## config.mk

```make
export PLATFORM = sky130hd
export DESIGN_NAME = ser3w_regport
export DESIGN_NICKNAME = d
export VERILOG_FILES = /design/src/rtl/ser3w_pkg.sv /design/src/rtl/ser3w_sync.sv /design/src/rtl/ser3w_engine.sv /design/src/rtl/ser3w_regbank.sv /design/src/rtl/ser3w_regport.sv
export SDC_FILE = /design/constraint.sdc
export NUM_CORES = 1
export LEC_CHECK = 0
export ABC_AREA = 1
export CAP_MARGIN = 10
export CORE_MARGIN = 1.5
export CORE_UTILIZATION = 45
export DETAILED_ROUTE_END_ITERATION = 7
export GPL_TIMING_DRIVEN = 0
export HOLD_SLACK_MARGIN = 0.06
export MAX_ROUTING_LAYER = met4
export PLACE_DENSITY = 0.68
export SLEW_MARGIN = 20
export SYNTH_ARGS = -nofsm -noshare
export SYNTH_HDL_FRONTEND = slang
export SYNTH_SLANG_ARGS = --single-unit
export TNS_END_PERCENT = 30
```

## constraint.sdc

```tcl
create_clock -name clk -period 3 [get_ports clk]
set_input_delay 0.3 -clock clk [delete_from_list [all_inputs] [get_ports clk]]
set_output_delay 0.3 -clock clk [all_outputs]
set_load 0.02 [all_outputs]
```

## src/rtl/ser3w_pkg.sv

```systemverilog
package ser3w_pkg;

   typedef enum logic {
      XFER_WRITE = 1'b0,
      XFER_READ  = 1'b1
   } xfer_kind_e;

   // power-up value of register idx
   function automatic logic [31:0] power_up_value(input int idx, input int base, input int step);
      return 32'(base + idx * step);
   endfunction

endpackage

```

## src/rtl/ser3w_sync.sv

```systemverilog
module ser3w_sync #(
   parameter int WIDTH  = 4,
   parameter int STAGES = 2
) (
   input  logic             clk,
   input  logic             rst_n,
   input  logic [WIDTH-1:0] async_in,
   output logic [WIDTH-1:0] sync_out
);

   if (STAGES < 2) begin : g_bad_stages
      $error("ser3w_sync: STAGES must be at least 2");
   end

   logic [WIDTH-1:0] chain [STAGES];

   for (genvar s = 0; s < STAGES; s++) begin : g_stage
      always_ff @(posedge clk or negedge rst_n) begin
         if (!rst_n) begin
            chain[s] <= '0;
         end else if (s == 0) begin
            chain[s] <= async_in;
         end else begin
            chain[s] <= chain[s-1];
         end
      end
   end

   assign sync_out = chain[STAGES-1];

endmodule

```

## src/rtl/ser3w_engine.sv

```systemverilog
module ser3w_engine
   import ser3w_pkg::*;
#(
   parameter int DW = 8,
   parameter int AW = 8
) (
   input  logic          clk,
   input  logic          rst_n,
   input  logic          sclk_s,
   input  logic          stb_s,
   input  logic          rd_s,
   input  logic          din_s,
   input  logic [DW-1:0] rd_data,
   output logic [AW-1:0] acc_addr,
   output logic [DW-1:0] wr_data,
   output logic          wr_en,
   output logic          dout,
   output logic          oe
);

   localparam int FW    = DW + AW;
   localparam int CNT_W = $clog2(FW + 2);
   localparam logic [CNT_W-1:0] CNT_FULL = CNT_W'(FW);
   localparam logic [CNT_W-1:0] CNT_ADDR = CNT_W'(AW);
   localparam logic [CNT_W-1:0] CNT_SAT  = CNT_W'(FW + 1);

   logic            sclk_d, stb_d;
   logic            clk_rise, clk_fall, stb_rise, stb_fall;
   logic [CNT_W-1:0] bit_cnt;
   logic [FW-1:0]   shreg;
   logic [DW-1:0]   out_sr;
   logic            loaded;
   xfer_kind_e      kind;

   assign clk_rise = sclk_s & ~sclk_d;
   assign clk_fall = ~sclk_s & sclk_d;
   assign stb_rise = stb_s & ~stb_d;
   assign stb_fall = ~stb_s & stb_d;

   assign acc_addr = shreg[AW-1:0];
   assign wr_data  = shreg[FW-1:AW];

   always_ff @(posedge clk or negedge rst_n) begin
      if (!rst_n) begin
         sclk_d  <= 1'b0;
         stb_d   <= 1'b0;
         bit_cnt <= '0;
         shreg   <= '0;
         out_sr  <= '0;
         loaded  <= 1'b0;
         kind    <= XFER_WRITE;
         wr_en   <= 1'b0;
         dout    <= 1'b0;
         oe      <= 1'b0;
      end else begin
         sclk_d <= sclk_s;
         stb_d  <= stb_s;
         wr_en  <= 1'b0;
         if (stb_rise) begin
            bit_cnt <= '0;
            kind    <= rd_s ? XFER_READ : XFER_WRITE;
            loaded  <= 1'b0;
            oe      <= 1'b0;
         end else if (stb_fall) begin
            oe     <= 1'b0;
            loaded <= 1'b0;
            if (kind == XFER_WRITE && bit_cnt == CNT_FULL) begin
               wr_en <= 1'b1;
            end
         end else if (stb_s) begin
            if (clk_rise) begin
               if (bit_cnt != CNT_SAT) bit_cnt <= bit_cnt + 1'b1;
               if (kind == XFER_WRITE || bit_cnt < CNT_ADDR) begin
                  shreg <= {shreg[FW-2:0], din_s};
               end
            end
            if (clk_fall && kind == XFER_READ && bit_cnt >= CNT_ADDR) begin
               oe <= 1'b1;
               if (!loaded) begin
                  loaded <= 1'b1;
                  dout   <= rd_data[DW-1];
                  out_sr <= rd_data << 1;
               end else begin
                  dout   <= out_sr[DW-1];
                  out_sr <= out_sr << 1;
               end
            end
         end
      end
   end

   // a commit only follows a frame of exactly FW rising edges
   a_r4_exact_count: assert property (@(posedge clk) disable iff (!rst_n)
      wr_en |-> $past(bit_cnt) == CNT_FULL);

   // driver only turns on in a read after the address byte
   a_r6_oe_after_addr: assert property (@(posedge clk) disable iff (!rst_n)
      $rose(oe) |-> (kind == XFER_READ && $past(bit_cnt) >= CNT_ADDR));

   // strobe fall releases the data pin
   a_r7_oe_release: assert property (@(posedge clk) disable iff (!rst_n)
      stb_fall |=> !oe);

   // no driving during writes
   a_r7_write_quiet: assert property (@(posedge clk) disable iff (!rst_n)
      (kind == XFER_WRITE && !stb_rise) |=> !oe);

endmodule

```

## src/rtl/ser3w_regbank.sv

```systemverilog
module ser3w_regbank
   import ser3w_pkg::*;
#(
   parameter int NREG       = 8,
   parameter int DW         = 8,
   parameter int AW         = 8,
   parameter int RESET_BASE = 'hA0,
   parameter int RESET_STEP = 'h11
) (
   input  logic               clk,
   input  logic               rst_n,
   input  logic               wr_en,
   input  logic [AW-1:0]      addr,
   input  logic [DW-1:0]      wr_data,
   output logic [DW-1:0]      rd_data,
   output logic [NREG*DW-1:0] q_flat
);

   if (NREG < 1 || NREG > (1 << AW)) begin : g_bad_nreg
      $error("ser3w_regbank: NREG must be between 1 and 2**AW");
   end

   for (genvar i = 0; i < NREG; i++) begin : g_reg
      localparam logic [DW-1:0] INIT = DW'(power_up_value(i, RESET_BASE, RESET_STEP));
      always_ff @(posedge clk or negedge rst_n) begin
         if (!rst_n) begin
            q_flat[i*DW +: DW] <= INIT;
         end else if (wr_en && addr == AW'(i)) begin
            q_flat[i*DW +: DW] <= wr_data;
         end
      end
   end

   always_comb begin
      rd_data = '0;
      for (int i = 0; i < NREG; i++) begin
         if (addr == AW'(i)) rd_data = q_flat[i*DW +: DW];
      end
   end

   // contents move only on a commit pulse from the engine
   a_r3_hold_without_commit: assert property (@(posedge clk) disable iff (!rst_n)
      !$past(wr_en) |-> q_flat == $past(q_flat));

   // out-of-range commits touch nothing
   a_r5_range_ignored: assert property (@(posedge clk) disable iff (!rst_n)
      (wr_en && int'(addr) >= NREG) |=> q_flat == $past(q_flat));

endmodule

```

## src/rtl/ser3w_regport.sv

```systemverilog
module ser3w_regport #(
   parameter int NREG        = 8,
   parameter int DW          = 8,
   parameter int AW          = 8,
   parameter int SYNC_STAGES = 2,
   parameter int RESET_BASE  = 'hA0,
   parameter int RESET_STEP  = 'h11
) (
   input  logic               clk,
   input  logic               rst_n,
   input  logic               ser_clk,
   input  logic               ser_stb,
   input  logic               ser_rd,
   input  logic               sdio_in,
   output logic               sdio_out,
   output logic               sdio_oe,
   output logic [NREG*DW-1:0] regs_q
);

   localparam int NSYNC = 4;

   if (DW < 2 || AW < 1) begin : g_bad_width
      $error("ser3w_regport: DW must be >= 2 and AW >= 1");
   end

   logic [NSYNC-1:0] pins_s;
   logic [AW-1:0]    acc_addr;
   logic [DW-1:0]    wr_data, rd_data;
   logic             wr_en;

   ser3w_sync #(.WIDTH(NSYNC), .STAGES(SYNC_STAGES)) u_sync (
      .clk      (clk),
      .rst_n    (rst_n),
      .async_in ({ser_clk, ser_stb, ser_rd, sdio_in}),
      .sync_out (pins_s)
   );

   ser3w_engine #(.DW(DW), .AW(AW)) u_engine (
      .clk      (clk),
      .rst_n    (rst_n),
      .sclk_s   (pins_s[3]),
      .stb_s    (pins_s[2]),
      .rd_s     (pins_s[1]),
      .din_s    (pins_s[0]),
      .rd_data  (rd_data),
      .acc_addr (acc_addr),
      .wr_data  (wr_data),
      .wr_en    (wr_en),
      .dout     (sdio_out),
      .oe       (sdio_oe)
   );

   ser3w_regbank #(
      .NREG(NREG), .DW(DW), .AW(AW),
      .RESET_BASE(RESET_BASE), .RESET_STEP(RESET_STEP)
   ) u_bank (
      .clk     (clk),
      .rst_n   (rst_n),
      .wr_en   (wr_en),
      .addr    (acc_addr),
      .wr_data (wr_data),
      .rd_data (rd_data),
      .q_flat  (regs_q)
   );

endmodule

```

==> results.json <==
{
  "overflow": 0,
  "fmax_mhz": 533.1,
  "slew_viol_final": 0,
  "cap_violations": 0,
  "dp_hpwl_mm": 8.415,
  "layout_commonest_cell": "nand2_1",
  "numCtsBuffers": 9,
  "yosysWarnings": 0,
  "finalInstanceArea_sq_um": 5842,
  "peakVddDrop_uv": 247.5,
  "grt_use_total_pct": 23.82,
  "port_buffers": 71,
  "synth_compound_area_share_pct": 12.96,
  "fin_crit_ns": 1.876,
  "place.gp.congestion": 0.8766,
  "nets": 616,
  "cp.arrival_ns": 1.58,
  "synth.cell_area_sq_um": 4740,
  "critPathTopFamily": "buffers and inverters",
  "synth_cells": 521,
  "setup_viol": 0,
  "die_w_um": 105.6,
  "hold_viol": 0,
  "power.leakage_nw": 2.432,
  "num_vias": 3924,
  "cts_root_buf": "clkbuf_8",
  "grt_pass1_wl_mm": 19.68,
  "dp.cells": 729,
  "min_period_over_period_pct": 62.53,
  "rows": 37,
  "cp_max_fo": 3,
  "required_ns": 2.70,
  "initial_utilization_pct": 46.12,
  "multi_input_area_sq_um": 1797,
  "core-area_sq_um": 10280,
  "ioPinCount": 72,
  "post_cts_resized": 0,
  "synth_seq_area_share_pct": 56.76,
  "n_fill_cell": 919,
  "critPathBufInv": 1,
  "synth_top_family_by_area": "simple AND/OR/NAND/NOR gates",
  "clkLatencyLatePin_ns": 0.38,
  "viasPerCell": 5.260,
  "slew_headroom_pct": 61.07,
  "crit_chain": "clkdlybuf4s50_1",
  "synthTopCellsByArea": "dfrtp_1 40%, dfstp_2 17%, nand2_1 11%, o21ai_1 4.4%, o21ai_0 3.2%",
  "muxShareOfSynthArea_pct": 0,
  "cts_hold_buf": 1,
  "antenna_left": 0,
  "cts_max_level": 3,
  "final_cells": 746,
  "power_density_nw_per_um2": 495.5,
  "status": "completed",
  "drtIter0Drc": 200,
  "synth_adder_area_share_pct": 1.320,
  "grt_pass1_vias": 3819,
  "syn2layout_area_growth_pct": 23.26,
  "slowest_delay_ns": 0.62,
  "yosysTopAreaCell": "dfrtp_1",
  "antenna_found_initial": 0,
  "drt_wl_total_mm": 12.06,
  "startpoint_type": "register",
  "die-area_sq_um": 11160,
  "synth_nets": 532,
  "synth-xor-area-share_pct": 0,
  "clock-skew-final_ns": 0.01785,
  "clockBufferDepth": 2,
  "yosysTopAreaCellShare_pct": 40.13,
  "cts_tree": "done",
  "crit_type": "reg2out",
  "slowest_stage": "clkdlybuf4s50_1",
  "yosys.area_share.simple_pct": 23.63,
  "placed_cell_area_sq_um": 5649,
  "drc_errors": 0,
  "final_cell_mix": "143 x nand2_1, 76 x dfrtp_1, 70 x clkdlybuf4s50_1",
  "grt_max_degree": 85,
  "min_path_type": "in2async",
  "worstMarginPinSlew_ns": 0.5807,
  "register_area_sq_um": 2690,
  "cp-end-kind": "output pin",
  "die_h_um": 105.6,
  "cts.sinks": 106,
  "synth.distinct_cells": 29,
  "clk_pin_slew_worst_paths_ns": 0.10,
  "rsz0062_at_grt": "no",
  "wl_per_cell_um": 16.17,
  "diodes": 0,
  "layout-drive-gt1-share_pct": 16.56,
  "finalWorstSetupSlack_ns": 1.124,
  "whs_ns": 0.3515,
  "syn_avg_cell_area_sq_um": 9.097,
  "post-cts-setup-buffers": 0,
  "ys_ff_latch": 106,
  "dr.pass1.iters": 4,
  "dpl_worst_slack_ns": 1.234,
  "power.total_mw": 2.895
}
==> cell families (layout without fill, tap and decap cells) <==
group,Yosys count,in the layout
AND/OR/NAND/NOR,246,246
AO/OA/AOI/OAI,110,110
flip-flops,106,106
buffers and inverters,54,143
adder cells (fa/ha/maj),5,5
==> routing by layer <==
layer  share of wire (%)  up-vias  track usage (%)
li1                    -     1879                -
met1                  47     1896            33.46
met2                  46      133            35.01
met3                 5.3       16            3.896
met4                 1.7        0            8.880
met5                   0        -                -
==> cell usage after synthesis, drive strengths merged <==
master,number
nor3b,2
a21oi,22
nand4,11
o21ai,88
nand2,153
nor2,43
nand3,29
dfrtp,76
dfstp,30
clkinv,1
inv,39
ha,5
buf,11
clkbuf,3
nor3,8
==> path summary, 6_finish.rpt <==
| kind | cells after the start | slack (ns) | endpoint | start |
|---|---|---|---|---|
| setup / recovery | 1 | 1.12 | regs_q[45] | u_bank.q_flat[45]$_DFFE_PN1P_ |
| hold / removal | 2 | 0.35 | u_engine.bit_cnt[1]$_DFFE_PN0P_ | rst_n |
| setup reg to reg | 11 | 1.19 | u_engine.out_sr[7]$_DFFE_PN0P_ | u_engine.shreg[1]$_DFFE_PN0P_ |
| hold reg to reg | 0 | 0.35 | u_sync.sync_out[3]$_DFF_PN0_ | u_sync.chain[7]$_DFF_PN0_ |
| max in group asynchronous | 3 | 1.94 | u_bank.q_flat[8]$_DFFE_PN1P_ | rst_n |
| min in group clk | 0 | 0.35 | u_sync.sync_out[3]$_DFF_PN0_ | u_sync.chain[7]$_DFF_PN0_ |
==> power breakdown <==
part	internal (mW)	switching, mW	leakage (nW)	total [mW]
combinational	0.152	0.360	1.01	0.511
sequential	1.49	0.0606	1.33	1.55
clock	0.352	0.477	0.0915	0.829
==> per-stage QoR <==
stage                     TNS, ns  util [%]
after floorplan                 0         -
after global placement    -199.04     54.69
after detailed placement        0     54.97
after CTS                       0     56.84
after global routing            0     56.84
final                           0     56.84
==> flip-flops by register name, indices dropped and copies added (netlist names) <==
name / flops
u_engine.wr_en: 1
u_engine.dout: 1
u_engine.kind: 1
u_engine.shreg: 16
u_bank.q_flat: 64
u_sync.chain: 4
u_sync.sync_out: 4
u_engine.loaded: 1
u_engine.sclk_d: 1
u_engine.stb_d: 1
u_engine.out_sr: 7
u_engine.bit_cnt: 5
==> layout make-up <==
class / count / share of cell area, %
sequential: 106 / 46.05
multi-input combinational: 361 / 30.76
timing repair buffer: 73 / 12.83
tap: 136 / 2.913
clock buffer: 12 / 2.677
inverter: 40 / 2.570
buffer: 14 / 1.756
clock inverter: 4 / 0.4498
Note: power is estimated with default switching activity, not from simulation.
